==> config.mk <==
export PLATFORM = sky130hd
export DESIGN_NAME = watch_core
export DESIGN_NICKNAME = d
export VERILOG_FILES = /design/src/rtl/watch_pkg.sv /design/src/rtl/tick_divider.sv /design/src/rtl/rollover_stage.sv /design/src/rtl/sat_counter.sv /design/src/rtl/align_pipe.sv /design/src/rtl/watch_core.sv
export SDC_FILE = /design/constraint.sdc
export NUM_CORES = 1
export LEC_CHECK = 0
export ABC_CLOCK_PERIOD_IN_PS = 3400
export BUFFER_PORTS_ARGS = -buffer_cell sky130_fd_sc_hd__buf_4
export CORE_UTILIZATION = 43
export CTS_CLUSTER_DIAMETER = 120
export DETAILED_ROUTE_END_ITERATION = 8
export GPL_ROUTABILITY_DRIVEN = 0
export HOLD_SLACK_MARGIN = 0.02
export REMOVE_ABC_BUFFERS = 1
export SETUP_SLACK_MARGIN = 0.1
export SLEW_MARGIN = 20
export SYNTH_ARGS = -nofsm -noshare
export SYNTH_HDL_FRONTEND = slang
export SYNTH_SLANG_ARGS = --single-unit
==> constraint.sdc <==
create_clock -name clk_i -period 3.4 [get_ports clk_i]
set_clock_uncertainty 0.05 [all_clocks]
set_input_delay 0 -clock clk_i [delete_from_list [all_inputs] [get_ports clk_i]]
set_output_delay 0 -clock clk_i [all_outputs]
set_load 0.03 [all_outputs]
==> src/rtl/watch_pkg.sv <==
package watch_pkg;

    localparam int DIV_W        = 32;
    localparam int SEC_MOD_DEF  = 60;
    localparam int MIN_MOD_DEF  = 60;
    localparam int HOUR_MOD_DEF = 24;
    localparam int DAY_MOD_DEF  = 365;
    localparam int YEAR_W_DEF   = 16;
    localparam int NUM_FIELDS   = 5;

    typedef enum int {
        F_SEC  = 0,
        F_MIN  = 1,
        F_HOUR = 2,
        F_DAY  = 3,
        F_YEAR = 4
    } field_e;

    // extra register stages a field needs to line up with the last stage
    function automatic int align_depth(input field_e f);
        return NUM_FIELDS - 1 - int'(f);
    endfunction

    typedef struct packed {
        logic [DIV_W-1:0] cnt;
        logic [DIV_W-1:0] last;
        logic             tick;
    } div_state_t;

    // last count value of a period; 0 and 1 both collapse to a single cycle
    function automatic logic [DIV_W-1:0] eff_last(input logic [DIV_W-1:0] d);
        return (d <= DIV_W'(1)) ? '0 : d - DIV_W'(1);
    endfunction

endpackage

==> src/rtl/tick_divider.sv <==
module tick_divider
    import watch_pkg::*;
(
    input  logic             clk_i,
    input  logic             rst_i,
    input  logic             en_i,
    input  logic [DIV_W-1:0] div_i,
    output logic             tick_o
);

    div_state_t       st_q, st_d;
    logic [DIV_W-1:0] cur_last;
    logic             wrap;

    always_comb begin
        cur_last = (st_q.cnt == '0) ? eff_last(div_i) : st_q.last;
        wrap     = (st_q.cnt == cur_last);
        st_d     = st_q;
        if (en_i) begin
            st_d.tick = wrap;
            st_d.cnt  = wrap ? '0 : st_q.cnt + DIV_W'(1);
            if (st_q.cnt == '0) begin
                st_d.last = cur_last;
            end
        end
    end

    always_ff @(posedge clk_i) begin
        if (rst_i) begin
            st_q <= '0;
        end else begin
            st_q <= st_d;
        end
    end

    assign tick_o = st_q.tick;

    // a running count never passes the period captured at its start
    a_r2_cnt_bound: assert property (@(posedge clk_i) disable iff (rst_i)
        (st_q.cnt != '0) |-> (st_q.cnt <= st_q.last));

    // a clamped period ticks from the very next enabled edge
    a_r3_unit_period: assert property (@(posedge clk_i) disable iff (rst_i)
        (en_i && div_i <= DIV_W'(1) && st_q.cnt == '0) |=> st_q.tick);

    // divider state frozen while disabled
    a_r4_div_hold: assert property (@(posedge clk_i) disable iff (rst_i)
        (!en_i) |=> $stable(st_q));

endmodule

==> src/rtl/rollover_stage.sv <==
module rollover_stage #(
    parameter int MOD = 60,
    parameter int W   = $clog2(MOD)
) (
    input  logic         clk_i,
    input  logic         rst_i,
    input  logic         en_i,
    input  logic         adv_i,
    output logic [W-1:0] val_o,
    output logic         carry_o
);

    localparam logic [W-1:0] LAST = W'(MOD - 1);

    logic [W-1:0] val_q;
    logic         carry_q;

    always_ff @(posedge clk_i) begin
        if (rst_i) begin
            val_q   <= '0;
            carry_q <= 1'b0;
        end else if (en_i) begin
            carry_q <= 1'b0;
            if (adv_i) begin
                if (val_q == LAST) begin
                    val_q   <= '0;
                    carry_q <= 1'b1;
                end else begin
                    val_q <= val_q + W'(1);
                end
            end
        end
    end

    assign val_o   = val_q;
    assign carry_o = carry_q;

    // the field never leaves its modulus range
    a_r5_in_range: assert property (@(posedge clk_i) disable iff (rst_i)
        val_q <= LAST);

    // a carry is raised only together with a wrapped field
    a_r5_carry_at_zero: assert property (@(posedge clk_i) disable iff (rst_i)
        carry_q |-> (val_q == '0));

    // counter and carry frozen while disabled
    a_r4_stage_hold: assert property (@(posedge clk_i) disable iff (rst_i)
        (!en_i) |=> ($stable(val_q) && $stable(carry_q)));

endmodule

==> src/rtl/sat_counter.sv <==
module sat_counter #(
    parameter int W = 16
) (
    input  logic         clk_i,
    input  logic         rst_i,
    input  logic         en_i,
    input  logic         adv_i,
    output logic [W-1:0] val_o
);

    localparam logic [W-1:0] MAXV = {W{1'b1}};

    logic [W-1:0] val_q;

    always_ff @(posedge clk_i) begin
        if (rst_i) begin
            val_q <= '0;
        end else if (en_i && adv_i && val_q != MAXV) begin
            val_q <= val_q + W'(1);
        end
    end

    assign val_o = val_q;

    // once at the top value the counter stays there
    a_r8_hold_max: assert property (@(posedge clk_i) disable iff (rst_i)
        (val_q == MAXV) |=> (val_q == MAXV));

endmodule

==> src/rtl/align_pipe.sv <==
module align_pipe #(
    parameter int W     = 8,
    parameter int DEPTH = 1
) (
    input  logic         clk_i,
    input  logic         rst_i,
    input  logic         en_i,
    input  logic [W-1:0] d_i,
    output logic [W-1:0] q_o
);

    generate
        if (DEPTH == 0) begin : g_pass
            assign q_o = d_i;
        end else begin : g_regs
            logic [W-1:0] sr_q [DEPTH];
            always_ff @(posedge clk_i) begin
                if (rst_i) begin
                    for (int i = 0; i < DEPTH; i++) sr_q[i] <= '0;
                end else if (en_i) begin
                    sr_q[0] <= d_i;
                    for (int i = 1; i < DEPTH; i++) sr_q[i] <= sr_q[i-1];
                end
            end
            assign q_o = sr_q[DEPTH-1];
        end
    endgenerate

endmodule

==> src/rtl/watch_core.sv <==
module watch_core
    import watch_pkg::*;
#(
    parameter  int SEC_MOD  = SEC_MOD_DEF,
    parameter  int MIN_MOD  = MIN_MOD_DEF,
    parameter  int HOUR_MOD = HOUR_MOD_DEF,
    parameter  int DAY_MOD  = DAY_MOD_DEF,
    parameter  int YEAR_W   = YEAR_W_DEF,
    localparam int SEC_W    = $clog2(SEC_MOD),
    localparam int MIN_W    = $clog2(MIN_MOD),
    localparam int HOUR_W   = $clog2(HOUR_MOD),
    localparam int DAY_W    = $clog2(DAY_MOD)
) (
    input  logic              clk_i,
    input  logic              rst_i,
    input  logic              run_i,
    input  logic [DIV_W-1:0]  div_i,
    output logic [SEC_W-1:0]  sec_o,
    output logic [MIN_W-1:0]  min_o,
    output logic [HOUR_W-1:0] hour_o,
    output logic [DAY_W-1:0]  day_o,
    output logic [YEAR_W-1:0] year_o
);

    logic              tick;
    logic              c_sec, c_min, c_hour, c_day;
    logic [SEC_W-1:0]  sec_raw;
    logic [MIN_W-1:0]  min_raw;
    logic [HOUR_W-1:0] hour_raw;
    logic [DAY_W-1:0]  day_raw;
    logic [YEAR_W-1:0] year_raw;

    tick_divider u_div (
        .clk_i (clk_i), .rst_i (rst_i), .en_i (run_i),
        .div_i (div_i), .tick_o (tick)
    );

    rollover_stage #(.MOD(SEC_MOD), .W(SEC_W)) u_sec (
        .clk_i (clk_i), .rst_i (rst_i), .en_i (run_i), .adv_i (tick),
        .val_o (sec_raw), .carry_o (c_sec)
    );

    rollover_stage #(.MOD(MIN_MOD), .W(MIN_W)) u_min (
        .clk_i (clk_i), .rst_i (rst_i), .en_i (run_i), .adv_i (c_sec),
        .val_o (min_raw), .carry_o (c_min)
    );

    rollover_stage #(.MOD(HOUR_MOD), .W(HOUR_W)) u_hour (
        .clk_i (clk_i), .rst_i (rst_i), .en_i (run_i), .adv_i (c_min),
        .val_o (hour_raw), .carry_o (c_hour)
    );

    rollover_stage #(.MOD(DAY_MOD), .W(DAY_W)) u_day (
        .clk_i (clk_i), .rst_i (rst_i), .en_i (run_i), .adv_i (c_hour),
        .val_o (day_raw), .carry_o (c_day)
    );

    sat_counter #(.W(YEAR_W)) u_year (
        .clk_i (clk_i), .rst_i (rst_i), .en_i (run_i), .adv_i (c_day),
        .val_o (year_raw)
    );

    align_pipe #(.W(SEC_W), .DEPTH(align_depth(F_SEC))) u_al_sec (
        .clk_i (clk_i), .rst_i (rst_i), .en_i (run_i), .d_i (sec_raw), .q_o (sec_o)
    );

    align_pipe #(.W(MIN_W), .DEPTH(align_depth(F_MIN))) u_al_min (
        .clk_i (clk_i), .rst_i (rst_i), .en_i (run_i), .d_i (min_raw), .q_o (min_o)
    );

    align_pipe #(.W(HOUR_W), .DEPTH(align_depth(F_HOUR))) u_al_hour (
        .clk_i (clk_i), .rst_i (rst_i), .en_i (run_i), .d_i (hour_raw), .q_o (hour_o)
    );

    align_pipe #(.W(DAY_W), .DEPTH(align_depth(F_DAY))) u_al_day (
        .clk_i (clk_i), .rst_i (rst_i), .en_i (run_i), .d_i (day_raw), .q_o (day_o)
    );

    align_pipe #(.W(YEAR_W), .DEPTH(align_depth(F_YEAR))) u_al_year (
        .clk_i (clk_i), .rst_i (rst_i), .en_i (run_i), .d_i (year_raw), .q_o (year_o)
    );

    logic past_ok;
    always_ff @(posedge clk_i) begin
        if (rst_i) past_ok <= 1'b0;
        else       past_ok <= 1'b1;
    end

    // an hour step is only visible together with zeroed seconds and minutes
    a_r9_hour_edge: assert property (@(posedge clk_i) disable iff (rst_i)
        (past_ok && hour_o != $past(hour_o)) |-> (sec_o == '0 && min_o == '0));

    // visible fields frozen while disabled
    a_r4_out_hold: assert property (@(posedge clk_i) disable iff (rst_i)
        (past_ok && !run_i) |=> ($stable(sec_o) && $stable(day_o) && $stable(year_o)));

endmodule

Word level (Yosys, flattened, before mapping)
Memories as Yosys holds them, arrays and structs flattened.
Cells that the tools add are included.
W data, S select, Z words.
{ "op_classes": {"addsub": 7, "magnitude_cmp": 1, "eq_ne": 6, "mux": 31, "bitwise": 9, "n_reduce_logical": 9} }
{ "op_table": {"columns": ["op", "n"], "rows": [
  ["$mux W32", 3],
  ["$mux W6", 9],
  ["$add A32 B1 Y32 const B", 1],
  ["$eq A32 B32 Y1", 1],
  ["$le A32 B1 Y1 const B", 1],
  ["$logic_not A32 Y1", 1],
  ["$sub A32 B1 Y32 const B", 1],
  ["$mux W9", 2],
  ["$add A16 B1 Y16 const B", 1],
  ["$ne A16 B16 Y1 const B", 1],
  ["$mux W5", 3],
  ["$mux W1", 14],
  ["$add A6 B1 Y6 const B", 2],
  ["$eq A6 B6 Y1 const B", 2],
  ["$reduce_and A2 Y1", 5],
  ["$add A9 B1 Y9 const B", 1],
  ["$eq A9 B9 Y1 const B", 1],
  ["$or A1 B1 Y1", 9],
  ["$reduce_or A9 Y1", 1],
  ["$add A5 B1 Y5 const B", 1],
  ["$eq A5 B5 Y1 const B", 1],
  ["$logic_and A1 B1 Y1", 2]
]} }
{ "word_totals": {"ff_bits": 111, "ramBits": 61, "inputBits": 35, "out_inout_bits": 42, "mem_count": 4} }
{ "memory_table": {"columns": ["memory", "words", "word_bits", "rd", "rd_ports_with_merged_regs", "wr", "line", "rtl"], "rows": [
  ["u_al_sec.g_regs.sr_q", 4, 6, 4, 0, 4, "align_pipe.sv:16", "logic [W-1:0] sr_q [DEPTH];"],
  ["u_al_min.g_regs.sr_q", 3, 6, 3, 0, 3, "align_pipe.sv:16", null],
  ["u_al_hour.g_regs.sr_q", 2, 5, 2, 0, 2, "align_pipe.sv:16", null],
  ["u_al_day.g_regs.sr_q", 1, 9, 1, 0, 1, "align_pipe.sv:16", null]
]} }

Logic depth before layout (Yosys ltp)
Gate-level depths: netlist of run 1.
{ "logic_depth": {"ltp_word": 5, "mapped_depth": 13} }

By module
Synthesis of run 1 repeated with hierarchy kept, for this count alone.
{ "unflattened": {"hier_cells": 998, "area_unflattened_um2": 9352.7} }
{ "by_module_without_submodules": {"columns": ["module", "instances", "cells_each", "area_per_inst_um2"], "rows": [
  ["tick_divider", 1, 572, 4394.2],
  ["align_pipe at u_al_sec", 1, 53, 987.2],
  ["sat_counter", 1, 99, 812.0],
  ["align_pipe at u_al_min", 1, 45, 782.0],
  ["rollover_stage at u_min ...", 2, 37, 320.3],
  ["rollover_stage at u_day", 1, 63, 538.0],
  ["align_pipe at u_al_hour", 1, 28, 450.4],
  ["align_pipe at u_al_day", 1, 19, 355.3],
  ["rollover_stage at u_hour", 1, 29, 272.8],
  ["align_pipe at u_al_year", 1, 16, 120.1]
]} }

Worst setup path before layout of run 1
OpenSTA, ideal clock, no wires.
{ "synth_timing": {"path_kind": "input to register", "startpoint": "input port div_i[0]", "endpoint": "register u_div.st_q[35] (netlist name)", "setup_ns": 0.120, "arrival_time_ns": 3.161, "path_slack_ns": 0.069, "cell_stages": 12, "n_path_buf": 1, "cell_sequence": "inv_1 > ha_1 > nor4b_1 > nand4_1 > nor3_1 > xnor2_1 > or3b_2 > a2111oi_0 > nand4_1 > o31ai_4 > buf_6 > nor3_2"} }
{ "synth_via": {"elab_chain_len": 5, "elab_cells_between_ends": 6, "classes_between": "add/sub (1); order compare (1); eq/ne (1); mux (3)"} }
{ "synth_rtl": {"columns": ["element", "line", "rtl"], "rows": [
  ["start, declared", "watch_core.sv:17", "input logic [DIV_W-1:0] div_i,"],
  ["$sub A32 B1 Y32 or $le A32 B1 Y1 (tied branches)", "watch_pkg.sv:32", "return (d <= DIV_W'(1)) ? '0 : d - DIV_W'(1);"],
  ["$mux W32 *", "watch_pkg.sv:32", null],
  ["$mux W32 *", "tick_divider.sv:16", "cur_last = (st_q.cnt == '0) ? eff_last(div_i) : st_q.last;"],
  ["$eq A32 B32 Y1 *", "tick_divider.sv:17", "wrap = (st_q.cnt == cur_last);"],
  ["$mux W32 *", "tick_divider.sv:21", "st_d.cnt = wrap ? '0 : st_q.cnt + DIV_W'(1);"],
  ["end signal, assigned", "tick_divider.sv:32", "st_q <= st_d;"],
  ["end, declared", "tick_divider.sv:11", "div_state_t st_q, st_d;"]
]} }
Every way passes the cells marked *; elsewhere a longest branch is shown, timed or not.
A chain may end at the register's enable or synchronous reset.

Worst setup path in the final report of run 1
{ "layout_timing": {"startpoint": "input port div_i[10]", "endpoint": "register u_div.st_q[64] (netlist name)"} }
Same word-level chain as after synthesis.

==> metrics.cfg, run 1 <==
[status]
status=finished clean

[setup_path]
setup.worst_path.class=in2reg
cp_max_fo=8
end_kind=flip-flop
crit_path_start_kind=primary input
worstPathArrival_ns=3.50
critical_path_required_ns=3.67

[sta]
rsz0062_at_grt=no
finalWorstSetupSlack_ns=0.1623
finalSetupViolations=0
clock.fmax_mhz=308.9
max_slew.worst_pin.slew_ns=0.6599
timing_hold_violations_final=0
max-slew-margin-rel_pct=55.94
finalCriticalPeriod_ns=3.238
hold_slack_ns=0.03147
period_share_pct=95.23
drv_slew=0

[cts]
cts_root_buf=clkbuf_16
clock_latency_ns=0.43
ctsHtreeMaxLevel=4
clock_sinks=172
cts.path.max_buffers=2
numCtsBuffers=17
clk_pin_slew_worst_paths_ns=0.06
tritoncts=built

[yosys]
syn_inst=918
ys_top_cells_by_area=dfxtp_1, edfxtp_1, xnor2_1, and3_1, xor2_1
syn_area_per_cell_um2=9.241
synth-main-ff-cell=dfxtp_1
synth_top_area_share_pct=26.19
synth.yosys.warnings=0
synth_cell_types=61
synth_top_cell_by_area=dfxtp_1
syn_area_mm2=0.008483
synth_edf_count=61
yosysSeqAreaShare_pct=47.79
ys_ff_latch=172
synthArstFlopShare_pct=0

[placed_design]
hpwlAfterDp_um=14530
placed_area_mm2=0.009538
portBuffers=76
place_ws_ns=0.1022
dp_cells=1254

[global_route]
grt_overflow_total=0
grt_max_degree=65
track_usage_pct=21.04
grt_pass1_vias=6500
grt_pass1_wl_um=33220
grt_antenna_before_repair=0

[drt]
post_drt_wl_per_cell_um=15.78
vias=6992
vias_per_cell=5.245
drc_errors=0
postRouteAntennaNets=0
firstDrtPassIters=5
first_iter_violations=451
routed_wl_um=21040

[power]
p_sw_w=0.001153
intPower_w=0.003516
pwr-share-seq_pct=47.8
clkPwrFrac_pct=40.4
leakage_nw=4.283
swShare_pct=24.69
powerDensity_mw_per_mm2=430.6
peakVddDrop_v=0.0002897
power_w=0.004669
comb_power_share_pct=11.9

[final_layout]
num-fill-cells=1795
fin_nets=1100
stdcell_count=1333
final_cell_area_mm2=0.01084
antenna_cells=0
drive_gt1_share_pct=24.16
area_growth_pct=27.80

[floorplanning]
fp.dieArea_mm2=0.02029
fp.dieH_um=142.5
start_util_pct=43.73
rows=51
die_width_um=142.5
core-area_mm2=0.01940
pin_count=77

[run]
max_cap_violations=0

[worst_hold_path]
hold_path_class=in2reg

## cells by family after synthesis
kind of cell             share of synthesized area, %
multiplexers                                   0.2507
AND/OR/NAND/NOR                                 26.25
flip-flops                                      47.79
adder cells (fa/ha/maj)                         1.475
AO/OA/AOI/OAI                                   8.924
XOR/XNOR                                        10.53
buffers and inverters                           4.779
## cells in the mapped netlist, types with 4 or more instances
master	n
nand2b_1	4
o31ai_1	4
nor2_1	90
o21ai_0	29
nor3_1	22
nor2_2	29
a22oi_1	11
nand2_1	70
xnor2_1	63
and4_1	5
xor2_1	39
or3_1	13
clkbuf_1	46
buf_4	11
nor4_1	15
nand4_1	25
buf_6	4
nand3_1	44
and3_1	73
dfxtp_1	111
edfxtp_1	61
a21oi_1	42
o22ai_1	6
ha_1	10
and2_1	5
o211ai_1	4
inv_1	26
or2_2	6
## layer usage
| metal | wire length (um) | track usage (%) |
|---|---|---|
| met1 | 9452 | 26.98 |
| met2 | 10160 | 35.35 |
| met3 | 966 | 3.735 |
| met4 | 461 | 7.753 |
| met5 | 0 | 0 |
## cells in the final DEF (no fill, tap or decap), drive strengths merged, types with 3 or more instances in the layout
cell type | synthesis | routed
nand2 | 70 | 70
clkinvlp | 0 | 5
xnor2 | 63 | 63
clkinv | 0 | 4
nand4 | 25 | 25
nand3 | 44 | 44
nor2b | 3 | 3
nor4 | 16 | 16
o21ai | 29 | 29
o211ai | 4 | 4
clkbuf | 46 | 20
buf | 17 | 151
inv | 26 | 29
edfxtp | 61 | 61
nor2 | 119 | 119
a21oi | 42 | 42
a221oi | 3 | 3
a22oi | 11 | 11
nand2b | 4 | 4
xor2 | 39 | 39
or4 | 5 | 6
and2 | 5 | 5
ha | 10 | 10
dlygate4sd3 | 0 | 20
or2 | 7 | 7
o22ai | 6 | 6
dlymetal6s4s | 0 | 7
o31ai | 5 | 5
nor3 | 23 | 23
and4 | 5 | 5
and3 | 73 | 73
nand4b | 3 | 3
or3 | 14 | 14
dfxtp | 111 | 111
## area by class of cell
type                       instances  area [um^2]  share of cell area [%]
sequential                       172         4059                   37.44
clock buffer                      18        429.2                   3.958
inverter                          26        97.59                  0.9002
multi-input combinational        658         4248                   39.18
timing repair buffer             180         1534                   14.15
tap                              265        331.6                   3.058
clock inverter                    14        142.6                   1.316
## worst max-delay path, cell delays in order
cell	delay (ns)
dlygate4sd3_1	0.55
buf_6	0.13
nor4_4	0.25
buf_6	0.18
nand2_8	0.07
buf_6	0.13
or4_4	0.54
o211a_1	0.15
or3_1	0.38
a21oi_2	0.12
nand4_1	0.19
o31ai_4	0.48
clkbuf_16	0.27
nor2_2	0.04
## power by group through the flow
stage	Clock [W]	Sequential, W	Combinational [W]
3_3_place_gp	0	0.00227	0.000465
4_1_cts	0.00193	0.00223	0.000491
5_1_grt	0.00202	0.00224	0.000597
2_1_floorplan	0	0.00230	0.000214
6_report	0.00188	0.00223	0.000554
3_5_place_dp	0	0.00227	0.000466
## what timing repair did
action                                 in CTS  in global routing
setup buffers                               0                 16
setup endpoints to repair                  29                 33
hold buffers                               27                  0
endpoints found under the hold margin      46                  0
pin swaps                                   0                 18
gates cloned                                0                  4
gates resized for setup                     1                 60
## flip-flops by register name, summed over array words and instances (netlist names), 6 cells and up
register               count
u_al_hour.g_regs.sr_q     10
u_year.val_o              16
u_day.val_o                9
u_div.st_q                64
u_al_min.g_regs.sr_q      18
u_al_day.g_regs.sr_q       9
u_min.val_o                6
u_al_sec.g_regs.sr_q      24
u_sec.val_o                6
## metrics by stage
stage	setup TNS, ns	utilization, %
floorplan	-19.08	-
global placement	0	49.17
detailed placement	0	49.17
CTS	0	53.54
global route	0	55.89
finish	0	55.89
## worst paths after layout
kind | start | endpoint | slack [ns] | cells past startpoint
worst max-delay path | div_i[10] | u_div.st_q[64]$_SDFFE_PP0P_ | 0.16 | 14
worst min-delay path | div_i[17] | u_div.st_q[19]$_SDFFE_PP0P_ | 0.03 | 4
worst min register to register | u_div.st_q[32]$_SDFFE_PP0P_ | u_div.st_q[32]$_SDFFE_PP0P_ | 0.41 | 2
worst max register to register | u_div.st_q[59]$_SDFFE_PP0P_ | u_div.st_q[64]$_SDFFE_PP0P_ | 0.17 | 10
Power figures use the tool's default switching activity.
==> run 2, diff against run 1 <==
--- a/config.mk
+++ b/config.mk
@@ -7,14 +7,16 @@
 export LEC_CHECK = 0
 export ABC_CLOCK_PERIOD_IN_PS = 3400
 export BUFFER_PORTS_ARGS = -buffer_cell sky130_fd_sc_hd__buf_4
-export CORE_UTILIZATION = 43
+export CORE_UTILIZATION = 55
 export CTS_CLUSTER_DIAMETER = 120
 export DETAILED_ROUTE_END_ITERATION = 8
 export GPL_ROUTABILITY_DRIVEN = 0
 export HOLD_SLACK_MARGIN = 0.02
+export PLACE_DENSITY = 0.77
 export REMOVE_ABC_BUFFERS = 1
 export SETUP_SLACK_MARGIN = 0.1
 export SLEW_MARGIN = 20
 export SYNTH_ARGS = -nofsm -noshare
 export SYNTH_HDL_FRONTEND = slang
+export SYNTH_HIERARCHICAL = 1
 export SYNTH_SLANG_ARGS = --single-unit
==> metrics.cfg, run 2 <==
[status]
status=finished clean  ; unchanged

[drt]
firstDrtPassIters=6  ; was 5
first_iter_violations=867  ; was 451
wl_met1_um=9676  ; was 9452 um
vias_per_cell=5.947  ; was 5.245
drc_errors=0  ; unchanged
met2_length_um=10650  ; was 10160 um
highest-signal-layer=met4  ; unchanged
vias=7993  ; was 6992
routed_wl_um=22370  ; was 21040 um
post_drt_wl_per_cell_um=16.64  ; was 15.78 um
wl_met3_um=1472  ; was 966 um
postRouteAntennaNets=0  ; unchanged

[yosys]
synth_top_cell_by_area=dfxtp_1  ; unchanged
synth_top_area_share_pct=23.76  ; was 26.19%
syn_area_mm2=0.009353  ; was 0.008483 mm^2
syn_area_per_cell_um2=9.371  ; was 9.241 um^2
synthTopCellsByCount=dfxtp_1, nand2_1, nor2_1  ; was dfxtp_1, nor2_1, and3_1
synthArstFlopShare_pct=0  ; unchanged
ys_ff_latch=172  ; unchanged
synth.yosys.warnings=6  ; was 0
synth-main-ff-cell=dfxtp_1  ; unchanged
synth.most_common_cell=dfxtp_1  ; unchanged
synth_edf_count=61  ; unchanged
synth_cell_types=83  ; was 61
syn_inst=998  ; was 918
yosysSeqAreaShare_pct=43.34  ; was 47.79%
ys_top_cells_by_area=dfxtp_1, edfxtp_1, and3b_1, xor2_1, nor3_1  ; was dfxtp_1, edfxtp_1, xnor2_1, and3_1, xor2_1

[power]
pwr-share-seq_pct=47.6  ; was 47.8%
clkPwrFrac_pct=41.3  ; was 40.4%
intPower_w=0.003522  ; was 0.003516 W
swShare_pct=25.06  ; was 24.69%
peakVddDrop_v=0.0003745  ; was 0.0002897 V
p_sw_w=0.001178  ; was 0.001153 W
leakage_nw=4.455  ; was 4.283 nW
powerDensity_mw_per_mm2=419.7  ; was 430.6 mW/mm^2
comb_power_share_pct=11.1  ; was 11.9%

[worst_hold_path]
min_path_cells=5  ; was 4
min_to=u_div/st_q[16]$_SDFFE_PP0P_  ; was u_div.st_q[19]$_SDFFE_PP0P_
holdCritStartpoint=div_i[15]  ; was div_i[17]
hold_path_class=in2reg  ; unchanged

[cts]
cts.path.max_buffers=2  ; unchanged
numCtsBuffers=17  ; unchanged
tritoncts=built  ; unchanged
cts_root_buf=clkbuf_16  ; unchanged
clock_sinks=172  ; unchanged
ctsHtreeMaxLevel=4  ; unchanged
clk_pin_slew_worst_paths_ns=0.07  ; was 0.06 ns
clock_latency_ns=0.43  ; about the same

[final_layout]
num-fill-cells=1339  ; was 1795
area_growth_pct=19.75  ; was 27.80%
reg.largest.list=u_div/st_q: 64 flops, u_al_sec/g_regs.sr_q: 24 flops, u_al_min/g_regs.sr_q: 18 flops  ; was u_div.st_q: 64 flops, u_al_sec.g_regs.sr_q: 24 flops, u_al_min.g_regs.sr_q: 18 flops
largest_reg_flops=64  ; unchanged
stdcell_count=1344  ; was 1333
drive_gt1_share_pct=22.60  ; was 24.16%
largest_register=u_div/st_q  ; was u_div.st_q
layout_commonest_cell=buf_4  ; unchanged
most-common-layout-cells=buf_4, dfxtp_1, nand2_1  ; was buf_4, dfxtp_1, nor2_1
final_cell_area_mm2=0.01120  ; was 0.01084 mm^2
antenna_cells=0  ; unchanged
fin_nets=1156  ; was 1100

[setup_path]
cpMostUsedCell=nand4_1  ; was buf_6
cp_max_fo=6  ; was 8
crit_path_start_kind=flip-flop  ; was primary input
slowest_delay_ns=0.40  ; was 0.55 ns
setup.worst_path.class=reg2reg  ; was in2reg
rr_endpoint=u_div/st_q[42]$_SDFFE_PP0P_  ; was u_div.st_q[64]$_SDFFE_PP0P_
end_kind=flip-flop  ; unchanged
critical_path_required_ns=3.65  ; was 3.67 ns
ff2ff_setup_slack_ns=0.23  ; was 0.17 ns
slowest_stage=a2111o_1  ; was dlygate4sd3_1
worstPathArrival_ns=3.42  ; was 3.50 ns
reg2reg_from=u_div/st_q[34]$_SDFFE_PP0P_  ; was u_div.st_q[59]$_SDFFE_PP0P_
cp_cell_sequence=inv_1 -> ha_2 -> nor4b_4 -> nand4_1 -> or2_1 -> a22o_1 -> a2111o_1 -> a2111oi_2 -> nand4_1 -> nor3b_4 -> buf_6 -> clkbuf_4 -> nor3_1  ; was dlygate4sd3_1 -> buf_6 -> nor4_4 -> buf_6 -> nand2_8 -> buf_6 -> or4_4 -> o211a_1 -> or3_1 -> a21oi_2 -> nand4_1 -> o31ai_4 -> clkbuf_16 -> nor2_2
crit_start=u_div/st_q[34]$_SDFFE_PP0P_  ; was div_i[10]
reg2reg_depth=13  ; was 10

[sta]
period_share_pct=93.11  ; was 95.23%
rsz0062_at_grt=no  ; unchanged
finalCriticalPeriod_ns=3.166  ; was 3.238 ns
drv_slew=0  ; unchanged
max_slew.worst_pin.slew_ns=0.9694  ; was 0.6599 ns
finalSetupViolations=0  ; unchanged
max-slew-margin-rel_pct=35.37  ; was 55.94%
timing_hold_violations_final=0  ; unchanged
clock.fmax_mhz=315.9  ; was 308.9 MHz

[floorplanning]
pin_count=77  ; unchanged
fp.dieArea_mm2=0.01753  ; was 0.02029 mm^2
core-area_mm2=0.01658  ; was 0.01940 mm^2
fp.dieH_um=132.4  ; was 142.5 um
rows=47  ; was 51
die_width_um=132.4  ; was 142.5 um
start_util_pct=56.40  ; was 43.73%

[placed_design]
portBuffers=76  ; unchanged
dp_cells=1300  ; was 1254
hpwlAfterDp_um=15210  ; was 14530 um
placed_area_mm2=0.01041  ; was 0.009538 mm^2

[global_route]
grt_pass1_vias=7136  ; was 6500
grt_pass1_wl_um=35580  ; was 33220 um
grt_overflow_total=0  ; unchanged
grt_antenna_before_repair=0  ; unchanged
grt_max_degree=121  ; was 65
track_usage_pct=25.32  ; was 21.04%

[run]
max_cap_violations=0  ; unchanged

-- run 2: worst max-delay path: cells and delay by family (launching register included) --
family | cells | cell delay [ns]
buffers and inverters | 3 | 0.41
adder cells (fa/ha/maj) | 1 | 0.22
AO/OA/AOI/OAI | 3 | 0.92
flip-flops | 1 | 0.31
AND/OR/NAND/NOR | 6 | 1.13
-- run 2: cell families (layout without fill, tap and decap cells) --
family                     count (synthesis)  in the layout  share of synthesized area (%)
AOI/OAI and AO/OA                        177            177                          12.78
xor gates and xnor gates                  73             73                          6.836
adders and majority gates                 10             10                          1.338
buffers and inverters                    120            246                          6.809
DFF                                      172            172                          43.34
muxes                                      9              9                         0.9766
and+or+nand+nor                          437            437                          27.92
-- run 2: final cells by class --
type                    count  area, um^2  share of cell area (%)
multi-input cells         706        4742                   42.34
flip-flops and latches    172        4054                   36.20
repair buffers            182        1416                   12.65
clock buffers              18       429.2                   3.832
well taps                 220       275.3                   2.458
clock inverters            14       162.7                   1.452
inverters                  32       120.1                   1.073
-- run 2: timing repair --
action                                  CTS  global route
hold endpoints to repair                 22             0
buffers inserted                          0             2
hold buffers                              9             0
cloned                                    0             1
endpoints found under the setup margin   31            33
resized for setup                         3            18
pin swaps                                 2             7
-- run 2: power by group through the flow --
stage / Sequential, W / Clock [W] / Combinational (W)
after floorplan: 0.00231 / 0 / 0.000216
after global placement: 0.00228 / 0 / 0.000484
after detailed placement: 0.00228 / 0 / 0.000490
after CTS: 0.00224 / 0.00197 / 0.000501
after global routing: 0.00224 / 0.00206 / 0.000562
final: 0.00224 / 0.00194 / 0.000520
-- run 2: routing by layer --
metal,up-vias,global-route usage (%)
met1,3690,32.76
met4,0,9.770
met3,57,4.921
met2,344,41.78
li1,3902,-
met5,-,0
-- run 2: metrics by stage --
stage / setup WS (ns) / hold slack, ns / TNS, ns / utilization [%] / power (W)
2_1_floorplan: -0.8099 / 0.01907 / -24.04 / - / 0.002527
3_3_place_gp: -0.1737 / 0.3446 / -4.720 / 62.80 / 0.002763
3_5_place_dp: -0.2730 / 0.3495 / -7.614 / 62.80 / 0.002773
4_1_cts: 0.1042 / 0.02238 / 0 / 66.98 / 0.004708
5_1_grt: 0.06880 / 0.03431 / 0 / 67.53 / 0.004861
6_report: 0.2343 / 0.02323 / 0 / 67.53 / 0.004700
-- run 2: how the worst max path moves through the flow --
stage	endpoint	slack, ns
after global routing	u_div/st_q[42]$_SDFFE_PP0P_	0.07
after global placement	u_div/st_q[44]$_SDFFE_PP0P_	-0.17
after detailed placement	u_div/st_q[45]$_SDFFE_PP0P_	-0.27
after CTS	u_div/st_q[40]$_SDFFE_PP0P_	0.10
after floorplan	u_div/tick_o$_SDFFE_PP0P_	-0.81
final	u_div/st_q[42]$_SDFFE_PP0P_	0.23
==> run 3, diff against run 2 <==
--- a/config.mk
+++ b/config.mk
@@ -5,14 +5,14 @@
 export SDC_FILE = /design/constraint.sdc
 export NUM_CORES = 1
 export LEC_CHECK = 0
-export ABC_CLOCK_PERIOD_IN_PS = 3400
+export ABC_CLOCK_PERIOD_IN_PS = 2700
 export BUFFER_PORTS_ARGS = -buffer_cell sky130_fd_sc_hd__buf_4
-export CORE_UTILIZATION = 55
+export CORE_UTILIZATION = 35
 export CTS_CLUSTER_DIAMETER = 120
 export DETAILED_ROUTE_END_ITERATION = 8
 export GPL_ROUTABILITY_DRIVEN = 0
 export HOLD_SLACK_MARGIN = 0.02
-export PLACE_DENSITY = 0.77
+export PLACE_DENSITY_LB_ADDON = 0.15
 export REMOVE_ABC_BUFFERS = 1
 export SETUP_SLACK_MARGIN = 0.1
 export SLEW_MARGIN = 20
==> constraint.sdc (replaced) <==
create_clock -name clk_i -period 2.7 [get_ports clk_i]
set_clock_uncertainty 0.05 [all_clocks]
set_input_delay 0 -clock clk_i [delete_from_list [all_inputs] [get_ports clk_i]]
set_output_delay 0 -clock clk_i [all_outputs]
set_load 0.03 [all_outputs]
==> metrics.cfg, run 3 (synthesis gave the netlist of run 2 again) <==
[drt]
vias_per_cell=5.295  ; was 5.947
vias=8170  ; was 7993
routed_wl_um=25230  ; was 22370 um
drc_errors=12  ; was 0
post_drt_wl_per_cell_um=16.35  ; was 16.64 um
postRouteAntennaNets=0  ; unchanged
firstDrtPassIters=7  ; was 6
first_iter_violations=526  ; was 867

[global_route]
grt_antenna_before_repair=0  ; unchanged
grt_overflow_total=0  ; unchanged
track_usage_pct=19.02  ; was 25.32%
grt_pass1_wl_um=40890  ; was 35580 um
grt_max_degree=100  ; was 121
grt_pass1_vias=7845  ; was 7136

[setup_path]
setup.worst_path.class=reg2reg  ; unchanged
cp_max_fo=8  ; was 6
end_kind=flip-flop  ; unchanged
cp_cell_sequence=inv_4 -> ha_4 -> nor4b_4 -> nand4_1 -> or2_1 -> buf_6 -> clkbuf_4 -> a21boi_0 -> a2111o_1 -> a2111oi_4 -> nand4_1 -> nor3b_4 -> buf_12 -> buf_6 -> buf_12 -> nor3_1  ; was inv_1 -> ha_2 -> nor4b_4 -> nand4_1 -> or2_1 -> a22o_1 -> a2111o_1 -> a2111oi_2 -> nand4_1 -> nor3b_4 -> buf_6 -> clkbuf_4 -> nor3_1
critical_path_required_ns=2.93  ; was 3.65 ns
slowest_stage=a2111o_1  ; unchanged
cp_num_buf_inv=6  ; was 3
crit_family=simple AND/OR/NAND/NOR gates  ; unchanged
worstPathArrival_ns=3.41  ; was 3.42 ns
crit_path_start_kind=flip-flop  ; unchanged
slowest_delay_ns=0.41  ; was 0.40 ns

[power]
peakVddDrop_v=0.0003506  ; was 0.0003745 V
powerDensity_mw_per_mm2=501.3  ; was 419.7 mW/mm^2
leakage_nw=4.958  ; was 4.455 nW

[sta]
period_share_pct=117.9  ; was 93.11%
timing_hold_violations_final=0  ; unchanged
finalCriticalPeriod_ns=3.182  ; was 3.166 ns
max_slew.worst_pin.slew_ns=0.7582  ; was 0.9694 ns
clock.fmax_mhz=314.2  ; was 315.9 MHz
finalSetupViolations=33  ; was 0
finalWorstSetupSlack_ns=-0.4822  ; was 0.2343 ns
drv_slew=0  ; unchanged
max-slew-margin-rel_pct=49.45  ; was 35.37%
rsz0062_at_grt=yes  ; was no

[final_layout]
reg.largest.list=u_div/st_q: 64 flops, u_al_sec/g_regs.sr_q: 24 flops, u_al_min/g_regs.sr_q: 18 flops  ; unchanged
largest_register=u_div/st_q  ; unchanged
antenna_cells=0  ; unchanged
final_cell_area_mm2=0.01232  ; was 0.01120 mm^2
fin_nets=1240  ; was 1156
num-fill-cells=2509  ; was 1339
area_growth_pct=31.71  ; was 19.75%
layout_commonest_cell=buf_4  ; unchanged
largest_reg_flops=64  ; unchanged
most-common-layout-cells=buf_4, dfxtp_1, nand2_1  ; unchanged
drive_gt1_share_pct=30.88  ; was 22.60%

[placed_design]
placed_area_mm2=0.01114  ; was 0.01041 mm^2
portBuffers=76  ; unchanged
place_ws_ns=-0.8974  ; was -0.2730 ns
hpwlAfterDp_um=17530  ; was 15210 um

[cts]
numCtsBuffers=17  ; unchanged
ctsHtreeMaxLevel=4  ; unchanged
tritoncts=built  ; unchanged
cts_root_buf=clkbuf_16  ; unchanged
cts.path.max_buffers=2  ; unchanged
clk_pin_slew_worst_paths_ns=0.07  ; about the same
clock_latency_ns=0.43  ; about the same
clock_sinks=172  ; unchanged

[floorplanning]
fp.dieH_um=165.5  ; was 132.4 um
core-area_mm2=0.02613  ; was 0.01658 mm^2
pin_count=77  ; unchanged
start_util_pct=35.79  ; was 56.40%
rows=59  ; was 47
fp.dieArea_mm2=0.02738  ; was 0.01753 mm^2
die_width_um=165.5  ; was 132.4 um

[run]
max_cap_violations=0  ; unchanged

[worst_hold_path]
hold_path_class=in2reg  ; unchanged

[status]
status=finished with violations  ; was finished clean
failed_checks=DRC, setup timing

==> run 3: report_power, final <==
group	internal [W]	total, W	switching, W
Combinational	0.000358	0.000785	0.000426
Sequential	0.00277	0.00282	0.0000456
Clock	0.00142	0.00257	0.00115
==> run 3: through the flow <==
step           instances  hold slack (ns)  power, W  utilization [%]  setup TNS [ns]
2_1_floorplan        910          0.01907  0.003183                -          -49.69
3_3_place_gp        1489           0.3226  0.003580            42.62          -30.28
3_5_place_dp        1489           0.3310  0.003582            42.62          -29.07
4_1_cts             1541          0.03661  0.006215            46.77          -12.87
5_1_grt             1543          0.06280  0.006419            47.14          -19.73
6_report            1543          0.04381  0.006175            47.14          -14.09
==> run 3: repair_timing <==
action	4_1_cts	5_1_grt
hold buffers	5	0
cloned	3	0
setup buffers	14	3
resized for setup	46	20
pin swaps	24	15
endpoints found under the hold margin	10	0
endpoints found under the setup margin	33	33
==> run 3: path summary, 6_finish.rpt <==
path / from / slack, ns / end / cells after the start
worst max-delay path: u_div/st_q[33]$_SDFFE_PP0P_ / -0.48 / u_div/st_q[56]$_SDFFE_PP0P_ / 16
worst min-delay path: div_i[15] / 0.04 / u_div/st_q[16]$_SDFFE_PP0P_ / 5
worst max register to register: u_div/st_q[33]$_SDFFE_PP0P_ / -0.48 / u_div/st_q[56]$_SDFFE_PP0P_ / 16
worst min register to register: u_div/st_q[17]$_SDFFE_PP0P_ / 0.42 / u_div/st_q[17]$_SDFFE_PP0P_ / 2
==> run 3: cell type report <==
cell class / count / area (um^2) / share of cell area, %
well taps: 335 / 419.2 / 3.403
repair buffers: 266 / 2147 / 17.43
clock inverters: 15 / 201.4 / 1.635
flip-flops and latches: 172 / 4058 / 32.94
inverters: 32 / 122.6 / 0.9954
multi-input cells: 706 / 4945 / 40.14
clock buffers: 17 / 425.4 / 3.454
==> run 3: metal layers <==
metal,vias up,part of all wire (%),GRT usage [%]
met3,48,3.3,2.897
li1,4078,-,-
met1,3869,47,25.12
met4,0,2.8,7.521
met5,-,0,0
met2,175,47,31.00
==> run 3: worst register-to-register path: cells and delay by family (launching register included) <==
family | cells | cell delay, ns
simple gates | 6 | 0.96
buf+inv | 6 | 0.78
compound gates | 3 | 0.74
flops | 1 | 0.36
fa+ha+maj | 1 | 0.16
